### config.mk
export PLATFORM = sky130hd
export DESIGN_NAME = card_irq_ctrl
export DESIGN_NICKNAME = d
export VERILOG_FILES = /design/src/rtl/cdic_pkg.sv /design/src/rtl/cdic_edge_det.sv /design/src/rtl/cdic_w1c_bank.sv /design/src/rtl/cdic_enable_reg.sv /design/src/rtl/card_irq_ctrl.sv
export SDC_FILE = /design/constraint.sdc
export NUM_CORES = 1
export LEC_CHECK = 0
export BUFFER_PORTS_ARGS = -buffer_cell sky130_fd_sc_hd__buf_2
export CAP_MARGIN = 20
export CORE_UTILIZATION = 36
export CTS_CLUSTER_SIZE = 25
export DETAILED_ROUTE_END_ITERATION = 8
export GPL_ROUTABILITY_DRIVEN = 0
export GPL_TIMING_DRIVEN = 0
export HOLD_SLACK_MARGIN = 0.02
export PLACE_DENSITY = 0.8
export SETUP_SLACK_MARGIN = 0.1
export SKIP_LAST_GASP = 1
export SLEW_MARGIN = 10
export SYNTH_ARGS = -nofsm -noshare
export SYNTH_HDL_FRONTEND = slang
export SYNTH_SLANG_ARGS = --single-unit
### constraint.sdc
create_clock -name clk -period 0.8 [get_ports clk]
set_input_delay 0 -clock clk [delete_from_list [all_inputs] [get_ports clk]]
set_output_delay 0 -clock clk [all_outputs]
set_load 0.005 [all_outputs]
### src/rtl/cdic_pkg.sv
package cdic_pkg;
  localparam int REG_W     = 32;
  localparam int OK_BIT    = 0;
  localparam int FAIL_BIT  = 1;
  localparam int LINK_BIT  = 2;
  localparam int CHG_BASE  = 8;
  localparam int LIVE_BASE = 16;

  typedef enum logic [1:0] {
    RES_NONE = 2'b00,
    RES_OK   = 2'b01,
    RES_FAIL = 2'b10
  } xfer_res_e;

  function automatic logic [REG_W-1:0] chg_mask(input int n);
    logic [REG_W-1:0] m;
    m = '0;
    for (int i = 0; i < n; i++) m[CHG_BASE+i] = 1'b1;
    return m;
  endfunction

  function automatic logic [REG_W-1:0] impl_en_mask(input int n);
    logic [REG_W-1:0] m;
    m = chg_mask(n);
    m[OK_BIT]   = 1'b1;
    m[FAIL_BIT] = 1'b1;
    m[LINK_BIT] = 1'b1;
    return m;
  endfunction

  function automatic logic [REG_W-1:0] reset_en(input int n);
    logic [REG_W-1:0] m;
    m = '0;
    m[OK_BIT]   = 1'b1;
    m[FAIL_BIT] = 1'b1;
    m[CHG_BASE] = 1'b1;
    if (n > 1) m[CHG_BASE+1] = 1'b1;
    return m;
  endfunction
endpackage

### src/rtl/cdic_edge_det.sv
module cdic_edge_det (
  input  logic clk,
  input  logic rst_n,
  input  logic level_i,
  output logic change_o
);
  logic last_q;
  logic armed_q;

  always_ff @(posedge clk) begin
    if (!rst_n) begin
      last_q  <= 1'b0;
      armed_q <= 1'b0;
    end else begin
      last_q  <= level_i;
      armed_q <= 1'b1;
    end
  end

  // first sample after reset only primes the history
  assign change_o = armed_q & (level_i ^ last_q);
endmodule

### src/rtl/cdic_w1c_bank.sv
module cdic_w1c_bank #(
  parameter int W = 32
) (
  input  logic         clk,
  input  logic         rst_n,
  input  logic [W-1:0] set_i,
  input  logic [W-1:0] clr_i,
  output logic [W-1:0] q_o
);
  logic [W-1:0] q;

  generate
    for (genvar b = 0; b < W; b++) begin : g_bit
      always_ff @(posedge clk) begin
        if (!rst_n)        q[b] <= 1'b0;
        else if (set_i[b]) q[b] <= 1'b1;
        else if (clr_i[b]) q[b] <= 1'b0;
      end

      p_evt_wins_r6: assert property (@(posedge clk) disable iff (!rst_n)
        set_i[b] |=> q[b]);
      p_clear_r5: assert property (@(posedge clk) disable iff (!rst_n)
        (clr_i[b] && !set_i[b]) |=> !q[b]);
    end
  endgenerate

  assign q_o = q;
endmodule

### src/rtl/cdic_enable_reg.sv
module cdic_enable_reg #(
  parameter int               W      = 32,
  parameter logic [W-1:0]     IMPL   = '0,
  parameter logic [W-1:0]     RST_VAL = '0
) (
  input  logic         clk,
  input  logic         rst_n,
  input  logic         we_i,
  input  logic [W-1:0] wdata_i,
  output logic [W-1:0] en_o
);
  logic [W-1:0] en_q;

  always_ff @(posedge clk) begin
    if (!rst_n)    en_q <= RST_VAL & IMPL;
    else if (we_i) en_q <= wdata_i & IMPL;
  end

  p_en_hold_r8: assert property (@(posedge clk) disable iff (!rst_n)
    !we_i |=> $stable(en_q));

  assign en_o = en_q;
endmodule

### src/rtl/card_irq_ctrl.sv
module card_irq_ctrl
  import cdic_pkg::*;
#(
  parameter int NUM_SLOTS = 2
) (
  input  logic                 clk,
  input  logic                 rst_n,
  input  logic [NUM_SLOTS-1:0] card_present_i,
  input  logic                 xfer_ok_i,
  input  logic                 xfer_fail_i,
  input  logic                 link_down_i,
  input  logic                 wr_en_i,
  input  logic                 wr_sel_i,
  input  logic [31:0]          wr_data_i,
  input  logic                 rd_sel_i,
  output logic [31:0]          rd_data_o,
  output logic                 irq,
  output logic [1:0]           xfer_result
);
  localparam logic [REG_W-1:0] IMPL_EN = impl_en_mask(NUM_SLOTS);
  localparam logic [REG_W-1:0] RST_EN  = reset_en(NUM_SLOTS);

  logic [NUM_SLOTS-1:0] slot_chg;
  logic [REG_W-1:0]     evt_vec;
  logic [REG_W-1:0]     clr_vec;
  logic [REG_W-1:0]     pend;
  logic [REG_W-1:0]     en;
  logic [REG_W-1:0]     live_vec;

  generate
    for (genvar s = 0; s < NUM_SLOTS; s++) begin : g_slot
      cdic_edge_det u_edge (
        .clk      (clk),
        .rst_n    (rst_n),
        .level_i  (card_present_i[s]),
        .change_o (slot_chg[s])
      );

      p_chg_latch_r3: assert property (@(posedge clk) disable iff (!rst_n)
        slot_chg[s] |=> pend[CHG_BASE+s]);
    end
  endgenerate

  always_comb begin
    evt_vec = '0;
    evt_vec[OK_BIT]   = xfer_ok_i;
    evt_vec[FAIL_BIT] = xfer_fail_i;
    evt_vec[LINK_BIT] = link_down_i;
    for (int s = 0; s < NUM_SLOTS; s++) evt_vec[CHG_BASE+s] = slot_chg[s];
  end

  // live level positions are excluded from clearing
  assign clr_vec = (wr_en_i && !wr_sel_i) ? (wr_data_i & IMPL_EN) : '0;

  cdic_w1c_bank #(.W(REG_W)) u_pend (
    .clk   (clk),
    .rst_n (rst_n),
    .set_i (evt_vec),
    .clr_i (clr_vec),
    .q_o   (pend)
  );

  cdic_enable_reg #(.W(REG_W), .IMPL(IMPL_EN), .RST_VAL(RST_EN)) u_en (
    .clk     (clk),
    .rst_n   (rst_n),
    .we_i    (wr_en_i && wr_sel_i),
    .wdata_i (wr_data_i),
    .en_o    (en)
  );

  always_comb begin
    live_vec = '0;
    for (int s = 0; s < NUM_SLOTS; s++) live_vec[LIVE_BASE+s] = card_present_i[s];
  end

  assign rd_data_o = rd_sel_i ? en : (pend | live_vec);
  assign irq       = |(pend & en);

  always_comb begin
    if (pend[FAIL_BIT] || pend[LINK_BIT]) xfer_result = RES_FAIL;
    else if (pend[OK_BIT])                xfer_result = RES_OK;
    else                                  xfer_result = RES_NONE;
  end

  p_irq_fall_r7: assert property (@(posedge clk) disable iff (!rst_n)
    $fell(irq) |-> $past(wr_en_i));
endmodule

==> results of run 1 <==
## per-layer routing
metal  GRT usage [%]  vias to the layer above  routed length [µm]
met5               0                        -                   0
met4            7.35                        0                  23
li1                -                      384                   -
met2            24.4                       28                 782
met1            17.1                      315                 774
met3            3.43                        3                 110
## repair_timing
item | in CTS | in global routing
pin swaps | 2 | 3
endpoints found under the setup margin | 9 | 14
endpoints found under the hold margin | 7 | 0
resized for setup | 8 | 11
hold buffers | 9 | 0
## logic make-up after synthesis
kind of cell              Yosys count  share of synthesized area (%)
muxes                               4                           5.62
DFF                                13                           32.4
buffers and inverters              33                           28.9
and+or+nand+nor                    19                           15.0
other                               1                          0.468
xor gates and xnor gates            2                           2.18
AOI/OAI and AO/OA                  21                           15.4
## final cells by class
type	count	area, µm²	share of cell area, %
Inverter	4	15.0	1.26
Multi-Input combinational cell	71	413	34.7
Clock buffer	4	26.3	2.21
Buffer	29	216	18.2
Tap cell	27	33.8	2.84
Timing Repair Buffer	32	214	18.0
Sequential cell	13	272	22.8
## worst register-to-register path: stages (launching register included)
cell and delay, ps:
sky130_fd_sc_hd__dfxtp_2 330, sky130_fd_sc_hd__a21boi_1 120, sky130_fd_sc_hd__o21a_1 160
## per-stage QoR
stage                     util (%)  TNS [ps]
after floorplan                  -         0
after CTS                     58.2     -1690
after detailed placement      51.7     -55.1
final                         58.8     -1590
after global routing          58.8     -1980
after global placement        51.7     -61.3
## Yosys cell counts, types with 2 or more instances
master,n
sky130_fd_sc_hd__a21oi_1,4
sky130_fd_sc_hd__a31oi_1,3
sky130_fd_sc_hd__and2_1,2
sky130_fd_sc_hd__and3b_1,6
sky130_fd_sc_hd__buf_2,2
sky130_fd_sc_hd__buf_4,26
sky130_fd_sc_hd__dfxtp_1,13
sky130_fd_sc_hd__inv_1,4
sky130_fd_sc_hd__mux2_2,4
sky130_fd_sc_hd__nand2_1,5
sky130_fd_sc_hd__nor2b_1,2
sky130_fd_sc_hd__o21ai_0,4
sky130_fd_sc_hd__o21ai_1,4
sky130_fd_sc_hd__o22ai_1,2
sky130_fd_sc_hd__xnor2_1,2
## path summary, 6_finish.rpt
path,from,end,slack (ps),cells after the start
min reg2reg,u_pend.q_o[8],u_pend.q_o[8],480,2
min,card_present_i[0],u_pend.q_o[8],20,3
max reg2reg,u_en.en_o[2],u_en.en_o[2],90,2
max,u_en.en_o[9],irq,-330,3
## state kept, by name, summed over array words and instances, names as in the netlist
name	count
g_slot.u_edge.armed_q	1
g_slot.u_edge.last_q	2
u_en.en_o	5
u_pend.q_o	5
## power by group
group | leakage (nW) | switching [mW] | internal, mW
Clock | 0.0150 | 0.208 | 0.193
Sequential | 0.108 | 0.0305 | 0.694
Combinational | 0.530 | 0.170 | 0.258
Total | 0.654 | 0.409 | 1.15
==> reports/metrics.yaml, run 1 <==
synthDominantAreaCellType: "sky130_fd_sc_hd__dfxtp_1"
clock_tree.root_cell: "sky130_fd_sc_hd__clkbuf_4"
floorplan.die.width_um: 49.2
numPortBuffers: 23
critPathSlowestCell: "sky130_fd_sc_hd__dfxtp_2"
grt_max_degree: 11
post-route-drc-count: 0
synthesis.instances: 93
fmax_ghz: 0.884
outcome: "complete, but fails checks"
detailed_place.area_um2: 1050
rsz0062_at_grt: "true"
clock_sinks: 13
critical_path.cell_chain: "a222oi_1, nand2_1, buf_2"
final-max-slew-violation-count: 0
floorplan.initialDensity_pct: 39.7
count_of_flip_flops_with_a_built_in_enable_after_synthesis: 0
postLayoutCellArea_um2: 1190
violations: "setup timing"
yosys_warnings: 0
cpLargestDelayFamily: "flip-flops"
path_class: "reg -> out"
core-area_um2: 2020
endpoint_kind_of_the_worst_setup_timing_path: "primary output"
rows: 16
setup_slack_ps: -331
critPathArrivalTime_ps: 1130
detailedRoute.firstPassIterationCount: 4
synth_area_um2: 802
instances_no_fill: 180
dpl.hpwl_um: 1260
groute.usage.overall_pct: 14.6
cellLeakagePower_nw: 0.654
final.period_utilization_pct: 141
nFillCells: 186
later_pin_clock_latency_in_the_skew_report_ps: 270
synth_ff_type: "sky130_fd_sc_hd__dfxtp_1"
max-clock-path-buffers: 2
netlist-cell-type-count: 25
power.ir.vdd_worst_v: 0.000746
drv.max_cap_violation_count: 0
finalCriticalPeriod_ps: 1130
setup_viol_count_final: 8
grt_remaining_overflow: 0
critical_path_s_largest_stage_delay_ps: 330
final-hold-violation-count: 0
holdWs_ps: 23.4
antenna_found_initial: 0
critPathRequiredTime_ps: 800
placed_cells: 167
crit_buf_inv: 1
synth_sequential_area_ratio_pct: 32.4
netlist_top_cells_area: "sky130_fd_sc_hd__dfxtp_1, sky130_fd_sc_hd__buf_4, sky130_fd_sc_hd__and3b_1"
finalClockSkew_ps: 0.105
crit_path_start_kind: "flip-flop"
grt_first_pass_wirelength_um: 2740
worst_hold_path_type: "in -> reg"
total_power_mw: 1.55
power_density_nw_per_um2: 1310
clock_tree_from_tritoncts: "yes"
insertedDiodeCount: 0
post-cts-setup-buffer-count: 0
first_global_vias: 638
flow.area_growth_from_synthesis_pct: 48.4
overall_die_area_um2: 2420
final_common_cell: "sky130_fd_sc_hd__buf_4"
route.antenna.remaining_nets: 0
avgViaCountPerCell: 4.06
die-height_um: 49.2
final_net_count: 196
h_tree_lvl_count: 1
wl_per_cell_um: 9.39
io-pin-count: 77
final_layout_size_suffix_gt1_share_pct: 47.7
synth.avg_cell_area_um2: 8.62
post-place-ws_ps: -55.1
ys_async_sr_fraction_pct: 0
dr_total_vias: 730
synth_seq_cells: 13
cts.clk_slew.worst_paths_ps: 80
layout.cells.most_common_list: "sky130_fd_sc_hd__buf_4, sky130_fd_sc_hd__conb_1, sky130_fd_sc_hd__buf_2"
totalWireLength_um: 1690
critical_path_peak_fanout: 3
numCtsBuffers: 3
drt-initial-drc-count: 8
yosys.area.top_type_share_pct: 32.4
No activity file was read; power rests on OpenSTA's default activity.
==> run 2, diff against run 1 <==
- ABC_AREA: default -> 1
- CORE_UTILIZATION: 36 -> 35
- PLACE_DENSITY: 0.8 -> 0.78
==> run 2 against run 1 <==
  * The flow still finishes with violations (setup timing)
  * Sequential power increased by 1%
  * Highest routed layer is now met3
  * Clock skew increased by 6.9 ps
  * Clock power decreased by 1%
==> reports/metrics.yaml, run 2 <==
outcome: "complete, but fails checks"
violations: "setup timing"
finalClockSkew_ps: 7.02
grt_remaining_overflow: 0
first_global_vias: 669
post-place-ws_ps: 85.8
tns_ps: -1020
netlist-cell-type-count: 17
yosys_warnings: 0
groute.usage.overall_pct: 13.7
endpoint_kind_of_the_worst_setup_timing_path: "primary output"
clock_tree.root_cell: "sky130_fd_sc_hd__clkbuf_4"
avgViaCountPerCell: 3.77
rsz0062_at_grt: "true"
synthSimpleGateAreaFrac_pct: 25.8
synth.avg_cell_area_um2: 6.98
total_power_mw: 1.57
power.ir.vdd_worst_v: 0.00104
flow.area_growth_from_synthesis_pct: 54.9
detailed_place.area_um2: 1030
synth_fa_ha_area_share_pct: 0
dr_total_vias: 770
critPathArrivalTime_ps: 1000
clock_sinks: 13
antenna_found_initial: 0
largest_family_of_logic_cells_by_synthesized_area: "buffers and inverters"
numPortBuffers: 23
h_tree_lvl_count: 1
max-clock-path-buffers: 2
grt_max_degree: 11
final_common_cell: "sky130_fd_sc_hd__nand2_1"
count_of_flip_flops_with_a_built_in_enable_after_synthesis: 0
final_layout_size_suffix_gt1_share_pct: 43.5
synth_seq_cells: 13
ys_async_sr_fraction_pct: 0
grt_first_pass_wirelength_um: 2550
later_pin_clock_latency_in_the_skew_report_ps: 270
io-pin-count: 77
nFillCells: 214
synth_most_common_cell: "sky130_fd_sc_hd__nand2_1"
overall_die_area_um2: 2470
netlist_top_cells_area: "sky130_fd_sc_hd__dfxtp_1, sky130_fd_sc_hd__buf_4, sky130_fd_sc_hd__nand2_1"
synth_sequential_area_ratio_pct: 32.7
cellLeakagePower_nw: 0.716
fmax_ghz: 0.999
instances_no_fill: 204
power_density_nw_per_um2: 1280
setup_slack_ps: -201
compound_gate_fraction_of_synth_area_pct: 5.66
finalCriticalPeriod_ps: 1000
numCtsBuffers: 3
worst-r2r-setup-slack_ps: 130
critPathSlowestCell: "sky130_fd_sc_hd__dfxtp_2"
post-route-drc-count: 0
placed_cells: 188
die-height_um: 49.7
wl_per_cell_um: 7.80
layout.cells.most_common_list: "sky130_fd_sc_hd__nand2_1, sky130_fd_sc_hd__buf_4, sky130_fd_sc_hd__conb_1"
route.antenna.remaining_nets: 0
path_class: "reg -> out"
synth_area_um2: 796
detailedRoute.firstPassIterationCount: 4
yosys.area_share.xor_xnor_pct: 0
critPathRequiredTime_ps: 800
final-hold-violation-count: 0
holdWs_ps: 43.0
postLayoutCellArea_um2: 1230
muxShareOfSynthArea_pct: 2.83
yosys.area.top_type_share_pct: 32.7
insertedDiodeCount: 0
drt-initial-drc-count: 9
yosys-top-cells-count: "sky130_fd_sc_hd__nand2_1, sky130_fd_sc_hd__buf_4, sky130_fd_sc_hd__inv_1"
floorplan.initialDensity_pct: 39.0
critical_path.cell_chain: "nand2_1, nand3_1, nand3b_1, buf_2"
final.period_utilization_pct: 125
synth_ff_type: "sky130_fd_sc_hd__dfxtp_1"
final_net_count: 220
core-area_um2: 2040
crit_path_start_kind: "flip-flop"
floorplan.die.width_um: 49.7
clock_tree_from_tritoncts: "yes"
critical_path_s_largest_stage_delay_ps: 340
synthDominantAreaCellType: "sky130_fd_sc_hd__dfxtp_1"
synthesis.instances: 114
final-max-slew-violation-count: 0
setup_viol_count_final: 8
drv.max_cap_violation_count: 0
dpl.hpwl_um: 1230
rows: 16
worst_hold_path_type: "in -> reg"
totalWireLength_um: 1590
cts.clk_slew.worst_paths_ps: 80
critical_path_peak_fanout: 3
utilization_after_layout_pct: 60.4
[run 2: changes by cell type after synthesis, sizes merged, moves of 3 or more]
cell / previous run / this run
a31oi: 3 / 0
nand3: 0 / 12
o21ai: 8 / 4
buf: 29 / 26
and3b: 6 / 0
nor2: 1 / 5
inv: 4 / 14
nand2: 5 / 29
[run 2: final cells by class]
class | instances | area (µm²) | share of cell area (%)
plain buffers | 27 | 198 | 16.0
repair buffers | 35 | 245 | 19.9
multi-input cells | 83 | 394 | 32.0
flip-flops and latches | 13 | 274 | 22.2
well taps | 27 | 33.8 | 2.74
clock buffers | 4 | 26.3 | 2.13
inverters | 15 | 61.3 | 4.97
[run 2: path summary, 6_finish.rpt]
check / cells past startpoint / from / end
worst max-delay path: 4 / u_pend.q_o[1] / irq
worst min-delay path: 4 / card_present_i[0] / u_pend.q_o[8]
worst max register to register: 3 / g_slot[0].u_edge.last_q / u_pend.q_o[8]
worst min register to register: 2 / g_slot[1].u_edge.armed_q / u_pend.q_o[8]
[run 2: timing repair]
item / 4_1_cts / 5_1_grt
pin swaps: 2 / 9
gates resized for setup: 13 / 13
endpoints found under the hold margin: 11 / 0
setup buffers: 1 / 0
setup endpoints to repair: 8 / 13
hold buffers: 11 / 0
[run 2: cells by family after synthesis]
kind of cell    after synthesis
compound gates                9
buf+inv                      42
flops                        13
mux                           2
other cells                   1
simple gates                 47
[run 2: per-layer routing]
layer  track usage (%)  routed length (µm)  up-vias
met2              25.0                 832       31
li1                  -                   -      426
met3              2.47                 126        0
met4              7.62                   0        0
met1              14.6                 632      313
met5                 0                   0        -
[run 2: worst max-delay path: cells and delay by family (launching register included)]
family | cells | cell delay [ps]
simple gates | 3 | 260
buf+inv | 1 | 130
flops | 1 | 340
[run 2: power breakdown]
part | internal, mW | switching [mW]
Sequential | 0.699 | 0.0332
Combinational | 0.254 | 0.191
Clock | 0.193 | 0.203
Total | 1.15 | 0.427
==> run 3, diff against run 2 <==
- CORE_MARGIN: default -> 8
==> run 3 against run 2 <==
  * The flow still finishes with violations (setup timing)
  * Wire length rose by 38%
  * Via count rose by 5.8%
  * Hold slack got worse by 12 ps
  * Sequential share of layout area fell by 1.5 points
  * Setup slack got worse by 25 ps
  * Largest power group unchanged
  * Die area rose by 64%
==> reports/metrics.yaml, run 3 (synthesis results as in run 2) <==
flow.area_growth_from_synthesis_pct: 67.0
outcome: "complete, but fails checks"
clock_sinks: 13
finalCriticalPeriod_ps: 1030
holdWs_ps: 30.5
dpl.hpwl_um: 1520
crit_path_start_kind: "flip-flop"
worst-r2r-setup-slack_ps: 0
cpLargestDelayFamily: "flip-flops"
route.antenna.remaining_nets: 0
insertedDiodeCount: 0
layout.cells.most_common_list: "sky130_fd_sc_hd__buf_4, sky130_fd_sc_hd__conb_1, sky130_fd_sc_hd__buf_2"
path_depth: 4
dr_total_vias: 815
rows: 17
final.period_utilization_pct: 128
cellLeakagePower_nw: 0.764
io-pin-count: 77
numCtsBuffers: 3
placed_cells: 189
totalWireLength_um: 2190
h_tree_lvl_count: 1
post-route-drc-count: 0
rsz0062_at_grt: "true"
endpoint_kind_of_the_worst_setup_timing_path: "primary output"
detailedRoute.firstPassIterationCount: 3
worst_setup_path_endpoint: "irq"
critical_path.cell_chain: "nand2_1, nand3_2, nand3b_1, buf_2"
clock_tree_from_tritoncts: "yes"
grt_remaining_overflow: 0
grt_first_pass_wirelength_um: 3470
first_global_vias: 838
nFillCells: 219
floorplan.die.width_um: 63.7
final_net_count: 224
critical_path_s_largest_stage_delay_ps: 330
final_layout_size_suffix_gt1_share_pct: 51.4
floorplan.initialDensity_pct: 36.3
critPathSlowestCell: "sky130_fd_sc_hd__dfxtp_2"
max-clock-path-buffers: 2
path_class: "reg -> out"
numPortBuffers: 23
die-height_um: 63.7
setup_slack_ps: -227
overall_die_area_um2: 4060
groute.usage.overall_pct: 10.3
critPathRequiredTime_ps: 800
clock_tree.root_cell: "sky130_fd_sc_hd__clkbuf_4"
wl_per_cell_um: 10.5
violations: "setup timing"
critical_path_peak_fanout: 2
core-area_um2: 2190
worst_hold_path_type: "in -> reg"
final-hold-violation-count: 0
fmax_ghz: 0.974
r2r-end: "u_en.en_o[1]"
power.ir.vdd_worst_v: 0.000964
crit_buf_inv: 1
antenna_found_initial: 0
setup_viol_count_final: 8
worstSetupStartpoint: "u_en.en_o[2]"
critPathArrivalTime_ps: 1030
grt_max_degree: 11
drv.max_cap_violation_count: 0
finalClockSkew_ps: 0.291
later_pin_clock_latency_in_the_skew_report_ps: 280
cts.clk_slew.worst_paths_ps: 80
instances_no_fill: 209
power_density_nw_per_um2: 1250
regToRegStartpoint: "u_en.en_o[1]"
final-max-slew-violation-count: 0
worstRegToRegCells: 4
avgViaCountPerCell: 3.90
drt-initial-drc-count: 14
## run 3: changes by cell type in the layout (fill, tap and decap cells not counted), moves of 4 or more
cell	before	now
sky130_fd_sc_hd__nand2_1	27	22
sky130_fd_sc_hd__buf_6	2	6
sky130_fd_sc_hd__nand3_2	1	6
sky130_fd_sc_hd__nand2_2	1	5
sky130_fd_sc_hd__nand3_1	11	6
## run 3: final cells by class
class                           instances  area [µm²]  area share (%)
Clock buffer                            4        26.3            1.98
Sequential cell                        13         275            20.7
Tap cell                               28        35.0            2.64
Multi-Input combinational cell         83         440            33.1
Buffer                                 27         198            14.9
Inverter                               15        61.3            4.61
Timing Repair Buffer                   39         293            22.0
## run 3: worst min-delay path by stage
| stage | slack (ps) | cells past startpoint | startpoint | end |
|---|---|---|---|---|
| 2_1_floorplan | 30 | 0 | rst_n | g_slot[1].u_edge.armed_q |
| 3_3_place_gp | 110 | 1 | rst_n | g_slot[1].u_edge.armed_q |
| 3_5_place_dp | 120 | 1 | rst_n | g_slot[1].u_edge.armed_q |
| 4_1_cts | 30 | 4 | wr_data_i[9] | u_pend.q_o[9] |
| 5_1_grt | 50 | 4 | wr_data_i[9] | u_pend.q_o[9] |
| 6_report | 30 | 4 | card_present_i[0] | u_pend.q_o[8] |
## run 3: worst register-to-register path: stages, from the launching register on
cell	delay (ps)
sky130_fd_sc_hd__dfxtp_2	340
sky130_fd_sc_hd__buf_6	120
sky130_fd_sc_hd__buf_6	100
sky130_fd_sc_hd__nand2_2	60
sky130_fd_sc_hd__nand3_2	60
## run 3: power breakdown
group / switching (mW) / total, mW / leakage, nW / internal (mW)
logic: 0.229 / 0.514 / 0.640 / 0.285
registers: 0.0350 / 0.735 / 0.109 / 0.700
clock network: 0.216 / 0.410 / 0.0150 / 0.194
total: 0.480 / 1.66 / 0.764 / 1.18
## run 3: metal layers
metal | up-vias | routed length, µm | track usage [%]
li1 | 436 | - | -
met1 | 341 | 873 | 10.2
met2 | 38 | 1030 | 17.6
met5 | - | 0 | 0
met4 | 0 | 0 | 0.836
met3 | 0 | 281 | 7.77
## run 3: metrics by stage
stage | power, mW | setup WS (ps) | instance area [µm²] | util (%) | setup TNS [ps]
detailed placement | 1.11 | 55.3 | 1040 | 47.3 | 0
floorplan | 0.986 | 201 | 886 | - | 0
CTS | 1.59 | -242 | 1230 | 56.1 | -1240
global placement | 1.10 | 60.8 | 1040 | 47.3 | 0
finish | 1.66 | -227 | 1330 | 60.7 | -1280
global route | 1.77 | -299 | 1330 | 60.7 | -1760
## run 3: what timing repair did
item / 4_1_cts / 5_1_grt
endpoints found under the setup margin: 8 / 15
pin swaps: 2 / 10
hold buffers: 12 / 0
resized for setup: 14 / 29
cloned: 0 / 0
buffers inserted: 4 / 1
endpoints found under the hold margin: 12 / 0
